`src/rtl/srm_pkg.sv`:
```
package srm_pkg;

    // Phase of the measurement sequencer
    typedef enum logic [1:0] {
        MTR_WAIT_LOCK = 2'd0,  // not locked: nothing trusted
        MTR_WAIT_EDGE = 2'd1,  // locked, waiting for the arming edge
        MTR_MEASURE   = 2'd2   // a period is being timed
    } mtr_state_e;

endpackage

```
`src/rtl/srm_edge_detect.sv`:
```
module srm_edge_detect (
    input  logic clk,
    input  logic rst_n,
    input  logic level_i,
    output logic rise_o
);

    logic level_d, level_q;

    always_comb begin
        level_d = level_i;
        rise_o  = level_i & ~level_q;
    end

    always_ff @(posedge clk or negedge rst_n) begin
        if (!rst_n) level_q <= 1'b0;
        else        level_q <= level_d;
    end

endmodule

```
`src/rtl/srm_period_counter.sv`:
```
module srm_period_counter #(
    parameter int CNT_W = 11,
    parameter logic [CNT_W-1:0] SAT_CNT = CNT_W'(1024)
) (
    input  logic             clk,
    input  logic             rst_n,
    input  logic             restart_i,
    output logic [CNT_W-1:0] count_o,
    output logic             sat_o
);

    logic [CNT_W-1:0] cnt_d, cnt_q;

    always_comb begin
        if (restart_i)
            cnt_d = CNT_W'(1);
        else if (cnt_q >= SAT_CNT)
            cnt_d = SAT_CNT;
        else
            cnt_d = cnt_q + CNT_W'(1);
        count_o = cnt_q;
        sat_o   = (cnt_q == SAT_CNT);
    end

    always_ff @(posedge clk or negedge rst_n) begin
        if (!rst_n) cnt_q <= SAT_CNT;
        else        cnt_q <= cnt_d;
    end

    // once at the limit, the counter stays there until a restart
    a_r4_no_wrap: assert property (@(posedge clk) disable iff (!rst_n)
        (sat_o && !restart_i) |=> (count_o == SAT_CNT));

endmodule

```
`src/rtl/srm_ratio_quant.sv`:
```
module srm_ratio_quant #(
    parameter int CNT_W   = 11,
    parameter int RATIO_W = 8,
    parameter int SHIFT   = 2,
    parameter logic [CNT_W-1:0] SAT_CNT = CNT_W'(1024)
) (
    input  logic [CNT_W-1:0]   count_i,
    output logic [RATIO_W-1:0] ratio_o
);

    logic [RATIO_W-1:0] scaled;

    generate
        if (SHIFT > 0) begin : g_shift
            assign scaled = count_i[RATIO_W+SHIFT-1:SHIFT];
        end else begin : g_direct
            assign scaled = count_i[RATIO_W-1:0];
        end
    endgenerate

    always_comb begin
        if (count_i >= SAT_CNT) ratio_o = '1;
        else                    ratio_o = scaled;
    end

endmodule

```
`src/rtl/srm_ratio_meter.sv`:
```
module srm_ratio_meter
    import srm_pkg::*;
#(
    parameter int RATIO_W   = 8,
    parameter int FRAC_W    = 6,
    parameter int MCLK_LOG2 = 8
) (
    input  logic               clk,
    input  logic               rst_n,
    input  logic               frame_strobe_i,
    input  logic               locked_i,
    output logic [RATIO_W-1:0] ratio_o,
    output logic               ratio_valid_o
);

    localparam int SHIFT = MCLK_LOG2 - FRAC_W;
    localparam int CNT_W = RATIO_W + SHIFT + 1;
    localparam logic [CNT_W-1:0] SAT_CNT = CNT_W'(1) << (RATIO_W + SHIFT);

    typedef struct packed {
        mtr_state_e         st;
        logic [RATIO_W-1:0] ratio;
        logic               valid;
    } meter_t;

    meter_t meter_d, meter_q;

    logic               rise;
    logic [CNT_W-1:0]   period;
    logic               period_sat;
    logic [RATIO_W-1:0] period_ratio;

    srm_edge_detect u_edge (
        .clk     (clk),
        .rst_n   (rst_n),
        .level_i (frame_strobe_i),
        .rise_o  (rise)
    );

    srm_period_counter #(
        .CNT_W   (CNT_W),
        .SAT_CNT (SAT_CNT)
    ) u_count (
        .clk       (clk),
        .rst_n     (rst_n),
        .restart_i (rise),
        .count_o   (period),
        .sat_o     (period_sat)
    );

    srm_ratio_quant #(
        .CNT_W   (CNT_W),
        .RATIO_W (RATIO_W),
        .SHIFT   (SHIFT),
        .SAT_CNT (SAT_CNT)
    ) u_quant (
        .count_i (period),
        .ratio_o (period_ratio)
    );

    always_comb begin
        meter_d = meter_q;
        if (!locked_i) begin
            meter_d.st    = MTR_WAIT_LOCK;
            meter_d.valid = 1'b0;
        end else begin
            unique case (meter_q.st)
                MTR_WAIT_LOCK: meter_d.st = rise ? MTR_MEASURE : MTR_WAIT_EDGE;
                MTR_WAIT_EDGE: if (rise) meter_d.st = MTR_MEASURE;
                MTR_MEASURE: begin
                    if (rise) begin
                        meter_d.ratio = period_ratio;
                        meter_d.valid = 1'b1;
                    end else if (period_sat) begin
                        meter_d.ratio = '1;
                        meter_d.valid = 1'b1;
                    end
                end
                default: meter_d.st = MTR_WAIT_LOCK;
            endcase
        end
    end

    always_ff @(posedge clk or negedge rst_n) begin
        if (!rst_n) begin
            meter_q.st    <= MTR_WAIT_LOCK;
            meter_q.ratio <= '0;
            meter_q.valid <= 1'b0;
        end else begin
            meter_q <= meter_d;
        end
    end

    assign ratio_o       = meter_q.ratio;
    assign ratio_valid_o = meter_q.valid;

    // losing lock clears the valid flag on the next cycle
    a_r6_unlock_clears_valid: assert property (@(posedge clk) disable iff (!rst_n)
        !locked_i |=> !ratio_valid_o);

    // the arming edge leaves the output untouched
    a_r5_arming_edge_silent: assert property (@(posedge clk) disable iff (!rst_n)
        (locked_i && rise && meter_q.st != MTR_MEASURE) |=> $stable(ratio_o));

    // no capture and no saturation means the ratio holds
    a_r7_hold_between: assert property (@(posedge clk) disable iff (!rst_n)
        (!rise && !period_sat) |=> $stable(ratio_o));

    // a long captured period reads as all ones
    a_r3_saturate: assert property (@(posedge clk) disable iff (!rst_n)
        (locked_i && rise && meter_q.st == MTR_MEASURE && period >= SAT_CNT)
        |=> (ratio_o == '1));

    // valid only rises out of a running measurement
    a_r9_valid_after_period: assert property (@(posedge clk) disable iff (!rst_n)
        $rose(ratio_valid_o) |-> ($past(meter_q.st) == MTR_MEASURE));

endmodule

```
`config.mk`:
```
export PLATFORM = sky130hd
export DESIGN_NAME = srm_ratio_meter
export DESIGN_NICKNAME = d
export VERILOG_FILES = /design/src/rtl/srm_pkg.sv /design/src/rtl/srm_edge_detect.sv /design/src/rtl/srm_period_counter.sv /design/src/rtl/srm_ratio_quant.sv /design/src/rtl/srm_ratio_meter.sv
export SDC_FILE = /design/constraint.sdc
export NUM_CORES = 1
export LEC_CHECK = 0
export ABC_CLOCK_PERIOD_IN_PS = 1700
export BUFFER_PORTS_ARGS = -buffer_cell sky130_fd_sc_hd__clkbuf_2
export CAP_MARGIN = 20
export CORE_MARGIN = 1
export CORE_UTILIZATION = 50
export DETAILED_ROUTE_END_ITERATION = 12
export GPL_ROUTABILITY_DRIVEN = 0
export PLACE_DENSITY_LB_ADDON = 0.2
export SLEW_MARGIN = 20
export SYNTH_ARGS = -nofsm -noshare
export SYNTH_HDL_FRONTEND = slang
export SYNTH_SLANG_ARGS = --single-unit
```
`constraint.sdc`:
```
create_clock -name clk -period 1.7 [get_ports clk]
set_input_delay 0.085 -clock clk [delete_from_list [all_inputs] [get_ports clk]]
set_output_delay 0.085 -clock clk [all_outputs]
set_load 0.02 [all_outputs]
```
Word level (Yosys, flattened, before mapping)
Index checks and enable logic that the tools add are counted.
{ "classes": {"add_sub_neg": 1, "n_lt_le_gt_ge": 1, "n_eq_ne": 7, "n_mux": 11, "bitwise": 2, "n_reduce_logical": 5} }
{ "op_table": {"columns": ["cell", "n"], "rows": [
  ["2-to-1 mux 11 bit", 2],
  ["2-to-1 mux 9 bit", 2],
  ["adder 11 x 1 -> 11 bit (second input constant)", 1],
  ["equality test 11 bit (second input constant)", 1],
  [">= comparator 11 bit (second input constant)", 1],
  ["2-to-1 mux 8 bit", 1],
  ["2-to-1 mux 2 bit", 3],
  ["one-hot mux 2 bit (3 select lines)", 1],
  ["AND reduction 2 bit", 2],
  ["!= test 3 x 1 -> 1 bit (second input constant)", 1],
  ["!= test 3 bit (second input constant)", 1],
  ["AND reduction 3 bit", 1],
  ["equality test 2 x 1 -> 1 bit (second input constant)", 1],
  ["equality test 2 bit (second input constant)", 1],
  ["logical NOT 2 bit", 1],
  ["2-to-1 mux 1 bit", 2],
  ["!= test 2 x 1 -> 1 bit (second input constant)", 1],
  ["!= test 2 bit (second input constant)", 1],
  ["nonzero test 2 bit", 1],
  ["bitwise AND 1 bit", 1],
  ["NOT 1 bit", 1]
]} }
{ "totals": {"regBits": 23, "input_bits": 4, "output_inout_bits": 9, "elab_cells": 32} }

Longest topological paths before layout
Gate-level depths: netlist (run 1).
{ "depth": {"ltp_word": 5, "ltp_mapped": 5, "ltp_nobuf": 5} }

Modules after synthesis
From an unflattened synthesis (run 1), not the netlist that was laid out.
{ "unflattened": {"hier_cells": 103, "area_unflattened_um2": 1134.8} }
{ "modules_own_cells": {"columns": ["module", "instances", "cells_per_inst", "area_per_inst_um2"], "rows": [
  ["srm_period_counter", 1, 58, 579.3],
  ["srm_ratio_meter", 1, 35, 466.7],
  ["srm_ratio_quant", 1, 8, 50.0],
  ["srm_edge_detect", 1, 2, 38.8]
]} }

Worst setup path after synthesis (run 1)
Ideal clock, no wire load.
{ "synth_path": {"kind": "register to register", "startpoint": "reg u_count.cnt_q[0], in the netlist u_count.count_o[0]", "endpoint": "reg meter_q, in the netlist ratio_o[0]", "setup_ps": 64, "arrival_time_ps": 1677, "slack_ps": -40, "path_stages_with_launch": 6, "path_buffers": 0, "synth_period_minus_slack_ps": 1740, "path_cell_list": "dfrtp_1 inv_1 ha_1 or4b_4 nor4_4 o32a_2"} }
{ "synth_via": {"elab_chain_cells": 3, "word_cells_on_any_way": 6} }
{ "synth_lines": {"columns": ["element", "line", "source"], "rows": [
  ["from (decl)", "srm_period_counter.sv:12", "logic [CNT_W-1:0] cnt_d, cnt_q;"],
  ["from (signal assigned)", "srm_period_counter.sv:27", "else cnt_q <= cnt_d;"],
  [">= comparator 11 bit / equality test 11 bit (equally long branches)", "srm_ratio_quant.sv:22, srm_period_counter.sv:22", null],
  ["2-to-1 mux 8 bit / nonzero test 2 bit (equally long branches)", null, null],
  ["2-to-1 mux 9 bit / AND reduction 3 bit (equally long branches)", null, null],
  ["to (signal assigned)", "srm_ratio_meter.sv:90", "meter_q <= meter_d;"],
  ["to (decl)", "srm_ratio_meter.sv:26", "meter_t meter_d, meter_q;"]
]} }
Several ways; a longest one is shown, not always the timed one.
A chain may end at the register's enable or synchronous reset.

Worst setup path after layout (run 1)
{ "layout_path": {"startpoint": "reg u_count.cnt_q[0], in the netlist u_count.count_o[0]", "endpoint": "reg meter_q, in the netlist ratio_o[6]"} }
Same word-level chain as after synthesis.

==> results of run 1 <==
worst register-to-register path: stages (launching register included):
cell     delay [ns]
dfrtp_1        0.45
inv_1          0.07
ha_1           0.12
or4b_4         0.46
nor4_4         0.15
buf_6          0.17
o32a_1         0.15
worst paths after layout:
check	startpoint	endpoint	slack, ns	cells after the start
setup / recovery	u_count.count_o[0]	ratio_o[6]	0.08	6
hold / removal	locked_i	meter_q[10]	0.03	2
setup reg to reg	u_count.count_o[0]	ratio_o[6]	0.08	6
hold reg to reg	meter_q[10]	meter_q[9]	0.49	1
max in group asynchronous	rst_n	u_count.count_o[10]	1.02	2
min in group asynchronous	rst_n	ratio_o[0]	0.30	2
sequential cells by signal (all words and copies together) (netlist names):
name / cells
u_edge.level_q: 1
meter_q: 2
u_count.count_o: 11
ratio_valid_o: 1
ratio_o: 8
area by class of cell:
| cell class | count | area (sq um) | area share, % |
|---|---|---|---|
| multi-input combinational | 58 | 448 | 36.0 |
| timing repair buffer | 22 | 144 | 11.6 |
| clock buffer | 3 | 22.5 | 1.81 |
| clock inverter | 1 | 5.00 | 0.402 |
| inverter | 4 | 15.0 | 1.21 |
| sequential | 23 | 577 | 46.3 |
| tap | 27 | 33.8 | 2.71 |
routing by layer:
layer / vias to the layer above / track usage [%] / part of all wire, %
met5: - / 0 / 0
met4: 0 / 4.41 / 0.66
met3: 2 / 2.80 / 3.8
met2: 25 / 30.6 / 47
met1: 405 / 28.1 / 49
li1: 377 / - / -
metrics by stage:
step | power (W) | TNS, ns | setup WS [ns] | cell area [sq um]
after floorplan | 0.00110 | 0 | 0.0148 | 1110
after global placement | 0.00116 | 0 | 0.0741 | 1190
after detailed placement | 0.00117 | 0 | 0.0560 | 1190
after CTS | 0.00142 | 0 | 0.0428 | 1240
after global routing | 0.00150 | -0.0653 | -0.0202 | 1240
final | 0.00142 | 0 | 0.0828 | 1240
repair_timing:
| item | CTS | global route |
|---|---|---|
| resized for setup | 0 | 2 |
| endpoints found under the hold margin | 23 | 0 |
| setup endpoints to repair | 0 | 8 |
| hold buffers | 2 | 0 |
Yosys cell counts (2+ instances only):
master / count
a21oi_1: 4
buf_4: 9
nor2_1: 3
xor2_1: 2
inv_1: 4
nand4_1: 2
o21ai_0: 2
ha_1: 2
o32a_2: 7
or3_1: 4
or4_1: 3
dfrtp_1: 22
nand2_1: 4
nand3_1: 5
mux2i_1: 3
o31ai_1: 2
power breakdown:
| group | internal [W] | total [W] | switching [W] |
|---|---|---|---|
| clock network | 0.0000877 | 0.000255 | 0.000167 |
| logic | 0.000208 | 0.000432 | 0.000223 |
| registers | 0.000652 | 0.000732 | 0.0000802 |
| total | 0.000948 | 0.00142 | 0.000470 |
cells by family (layout without fill, tap and decap cells):
kind of cell    count (synthesis)  in the layout  synth area share [%]
mux                             3              3                  2.71
buf+inv                        14             30                  7.90
compound gates                 17             17                  13.0
flops                          23             23                  52.0
simple gates                   33             33                  19.8
fa+ha+maj                       2              2                  2.26
xor+xnor                        3              3                  2.37
==> results.txt, run 1 <==
status -> finished clean
CP max-delay cell -> or4b_4
Final Critical Period -> 1.62 ns
TritonCTS clock tree -> yes
maximum fanout along the worst path -> 9
Die Area -> 2410 sq um
fraction of registers with async set or reset after synthesis -> 100%
Setup Fix Bufs, Post-CTS -> 0
Avg Vias per Cell -> 5.86
total track usage -> 19.4%
final wirelength -> 2130 um
via count -> 809
Worst slew margin -> 61.1%
Max Root-Sink Buffers -> 2
DR pass1 iterations -> 4
Starting DRT DRC Count -> 20
commonest non-fill, non-tap cells in the layout -> 22 x dfrtp_1, 12 x clkbuf_2, 7 x o32a_2, 7 x buf_4, 5 x nand3_1
Post-synth EDFFs -> 0
post-synth top area cell -> dfrtp_1
max frequency -> 618 MHz
number of global-route vias before repair -> 765
layout net count -> 118
Layout Cells excl Fill -> 138
total grt overflow -> 0
Yosys cell types -> 33
Slew Viols, Final -> 0
Tightest Pin Transition -> 0.583 ns
ys flop type -> dfrtp_1
commonest non-fill, non-tap cell in the layout -> dfrtp_1
dominant delay contributor by cell family on the critical path -> simple AND/OR/NAND/NOR gates
max-cap violations -> 0
Worst Path Required -> 1.96 ns
Synth area leaders -> dfrtp_1 50%, o32a_2 7.1%, buf_4 6.1%
CP max stage delay -> 0.46 ns
layout filler cell count -> 166
Seq/Total Area, Yosys -> 52.0%
Crit. End Element -> flip-flop
ant diodes -> 0
critical path, cell by cell -> inv_1, ha_1, or4b_4, nor4_4, buf_6, o32a_1
DRC Markers -> 0
worst skew pair latency -> 0.31 ns
# setup viols final -> 0
initial core utilization -> 54.8%
crit path kind -> reg -> reg
post-route ant nets -> 0
RSZ-0062 raised after global routing -> yes
skew final -> 0.00542 ns
hold_ws -> 0.0275 ns
Synth Register Bits -> 23
port bufs -> 12
first-pass GRT wire length -> 3600 um
Ys Warns -> 0
LEAKAGE -> 0.581 nW
largest net degree at the start of global routing -> 24
initial antenna violation count -> 0
Routed WL per cell -> 15.5 um
synthesized net count -> 101
layout cells sized above 1 -> 35.1%
Core Rows -> 16
CTS H-tree lvls -> 1
Die Wd -> 49.1 um
syn avg cell area -> 11.7 sq um
post-layout utilization of the core -> 61.6%
Startpoint Class -> flip-flop
CTS sink cnt -> 23
pwr dens -> 1140 nW/um^2
Fin. Hold Viols -> 0
TritonCTS Buffers -> 3
CORE AREA -> 2020 sq um
cell count after placement -> 132
post-synth top area share -> 49.7%
Post-Synthesis Cells -> 95
Final period util -> 95.1%
clk root buf -> clkbuf_4
Hold WC Path Type -> in -> reg
Boundary Pins -> 13
Die Ht -> 49.1 um
peak supply drop -> 0.649 mV
Worst EP arrival -> 1.88 ns
clock-pin slew on the worst setup and hold paths -> 0.13 ns
DP HPWL -> 1530 um
Netlist Area Pre-Place -> 1110 sq um
Crit path buffers/inverters -> 2
Syn-to-layout area delta -> 12.3%
Power figures use the tool's default switching activity.
==> run 2: changes to the inputs <==
--- a/config.mk
+++ b/config.mk
@@ -5,14 +5,14 @@
 export SDC_FILE = /design/constraint.sdc
 export NUM_CORES = 1
 export LEC_CHECK = 0
-export ABC_CLOCK_PERIOD_IN_PS = 1700
+export ABC_CLOCK_PERIOD_IN_PS = 1400
 export BUFFER_PORTS_ARGS = -buffer_cell sky130_fd_sc_hd__clkbuf_2
 export CAP_MARGIN = 20
 export CORE_MARGIN = 1
 export CORE_UTILIZATION = 50
 export DETAILED_ROUTE_END_ITERATION = 12
 export GPL_ROUTABILITY_DRIVEN = 0
-export PLACE_DENSITY_LB_ADDON = 0.2
+export PLACE_DENSITY = 0.77
 export SLEW_MARGIN = 20
 export SYNTH_ARGS = -nofsm -noshare
 export SYNTH_HDL_FRONTEND = slang
==> constraint.sdc (replaced) <==
create_clock -name clk -period 1.4 [get_ports clk]
set_input_delay 0.07 -clock clk [delete_from_list [all_inputs] [get_ports clk]]
set_output_delay 0.07 -clock clk [all_outputs]
set_load 0.02 [all_outputs]
==> run 2 against run 1 <==
Effect of this change:
- die area stayed put
- largest power group unchanged
- flip-flop and latch count unchanged
- non-clock buffer count up 12
- the run now ends with setup timing left
- register-to-register slack got worse by 0.34 ns
- core utilization increased by 6.2 points
- highest routed layer unchanged
- sequential power increased by 17%
==> results.txt, run 2 (same netlist as run 1, synthesis figures left out) <==
status -> finished, violations left
failing checks -> setup timing
largest net degree at the start of global routing -> 24 (unchanged)
fin area -> 1370 sq um (+10%)
port bufs -> 12 (unchanged)
Final period util -> 119% (+23 points)
maximum fanout along the worst path -> 6 (-3)
Avg Vias per Cell -> 5.53 (-5.6%)
Placement Cell Area -> 1280 sq um (+7.5%)
# setup viols final -> 9 (+9)
max frequency -> 603 MHz (-2.5%)
LEAKAGE -> 0.640 nW (+10%)
logic gate share of total power -> 36.1% (+5.7 points)
area of the multi-input gates -> 482 sq um (+7.5%)
Die Wd -> 49.1 um (unchanged)
initial antenna violation count -> 0 (unchanged)
first-pass GRT wire length -> 3800 um (+5.6%)
max-cap violations -> 0 (unchanged)
Crit. End Element -> flip-flop
Core Rows -> 16 (unchanged)
layout cells sized above 1 -> 45.5% (+10 points)
Worst EP arrival -> 1.92 ns (+0.04 ns)
Startpoint Class -> flip-flop
Die Area -> 2410 sq um (unchanged)
DRC Markers -> 0 (unchanged)
TritonCTS Buffers -> 3 (unchanged)
via count -> 830 (+2.6%)
commonest non-fill, non-tap cell in the layout -> dfrtp_1
Boundary Pins -> 13 (unchanged)
worst skew pair latency -> 0.32 ns (about the same)
sequential cell area -> 577 sq um (unchanged)
Starting DRT DRC Count -> 13 (-35%)
RSZ-0062 raised after global routing -> yes
CORE AREA -> 2020 sq um (unchanged)
skew final -> 0.0166 ns (+0.0112 ns)
Slew Viols, Final -> 0 (unchanged)
Final Critical Period -> 1.66 ns (+0.0421 ns)
initial core utilization -> 54.8% (unchanged)
switching share of power -> 33.2% (about the same)
Largest register FFs -> 11 (unchanged)
layout net count -> 130 (+10%)
total track usage -> 21.3% (+1.9 points)
CTS sink cnt -> 23 (unchanged)
crit path kind -> reg -> reg
layout filler cell count -> 144 (-13%)
DR pass1 iterations -> 5 (+1)
M1 WL -> 985 um (-5.3%)
Placement Setup Slack -> -0.221 ns (-0.277 ns)
Routed WL per cell -> 14.2 um (-8.2%)
DP HPWL -> 1600 um (+4.7%)
Fin. Hold Viols -> 0 (unchanged)
Top Layer Used -> met4
final worst slack -> -0.259 ns (-0.342 ns)
clock-pin slew on the worst setup and hold paths -> 0.14 ns (about the same)
CTS H-tree lvls -> 1 (unchanged)
Hold WC Path Type -> in -> async
post-route ant nets -> 0 (unchanged)
WL met3 -> 51 um (-37%)
Die Ht -> 49.1 um (unchanged)
Syn-to-layout area delta -> 23.6%
final wirelength -> 2130 um (-0.23%)
TritonCTS clock tree -> yes
r2r setup slk -> -0.26 ns (-0.34 ns)
hold_ws -> 0.240 ns (+0.212 ns)
Worst slew margin -> 62.8% (+1.7 points)
commonest non-fill, non-tap cells in the layout -> 22 x dfrtp_1, 19 x buf_4, 12 x clkbuf_2
peak supply drop -> 0.934 mV (+44%)
Worst Path Required -> 1.66 ns (-0.30 ns)
Max Root-Sink Buffers -> 2 (unchanged)
Sequential Power Share -> 46.6% (-5.0 points)
pwr dens -> 1340 nW/um^2 (+18%)
clk root buf -> clkbuf_4
P_sw -> 0.000611 W (+30%)
PnR Total Power -> 0.00184 W (+30%)
ant diodes -> 0 (unchanged)
Tightest Pin Transition -> 0.557 ns (-0.0258 ns)
Clock power frac -> 17.3% (-0.6 points)
total grt overflow -> 0 (unchanged)
number of global-route vias before repair -> 881 (+15%)
WL met2 -> 1040 um (+4.4%)
setup_tns -> -2.13 ns (-2.13 ns)
cell-internal power -> 0.00123 W (+30%)
[run 2: cell types whose count changed in the layout (fill, tap and decap cells not counted), sizes merged]
cell | previous run | this run
clkinv | 1 | 0
clkinvlp | 0 | 1
buf | 8 | 19
dlygate4sd3 | 2 | 3
[run 2: power groups by stage]
stage | clock (W) | combinational (W) | sequential (W)
final | 0.000318 | 0.000665 | 0.000859
after global routing | 0.000355 | 0.000720 | 0.000877
after CTS | 0.000331 | 0.000659 | 0.000862
after detailed placement | 0 | 0.000636 | 0.000876
after global placement | 0 | 0.000621 | 0.000867
after floorplan | 0 | 0.000449 | 0.000893
[run 2: final cells by class]
class | instances | area share, %
Sequential cell | 23 | 42.1
Clock inverter | 1 | 0.548
Timing Repair Buffer | 34 | 17.0
Multi-Input combinational cell | 58 | 35.2
Clock buffer | 3 | 1.64
Tap cell | 27 | 2.47
Inverter | 4 | 1.10
[run 2: worst paths after layout]
path | from | end | cells after the start
setup / recovery | u_count.count_o[6] | ratio_o[1] | 4
hold / removal | rst_n | ratio_o[5] | 2
setup reg to reg | u_count.count_o[6] | ratio_o[1] | 4
hold reg to reg | meter_q[10] | meter_q[9] | 1
max in group asynchronous | rst_n | u_count.count_o[1] | 2
min in group clk | frame_strobe_i | u_edge.level_q | 2
[run 2: per-layer routing]
metal | GRT usage [%] | vias to the layer above
met1 | 27.3 | 404
met4 | 11.8 | 0
met5 | 0 | -
li1 | - | 405
met2 | 34.7 | 17
met3 | 2.80 | 4
[run 2: per-stage QoR]
stage                     utilization [%]  instances
after floorplan                         -         95
after global placement               63.2        143
after detailed placement             63.2        143
after CTS                            67.1        150
after global routing                 67.8        150
final                                67.8        150
[run 2: timing repair]
item                                   CTS  global route
cloned                                   0             0
endpoints found under the hold margin   25             0
buffers inserted                         1             2
setup endpoints to repair               12            14
hold buffers                             3             0
pin swaps                                3             6
resized for setup                        4             4
[run 2: critical path, cell delays in order, from the launching register on]
cell,delay (ns)
dfrtp_1,0.42
or4_4,0.55
nor4_4,0.30
buf_4,0.18
o32a_2,0.14
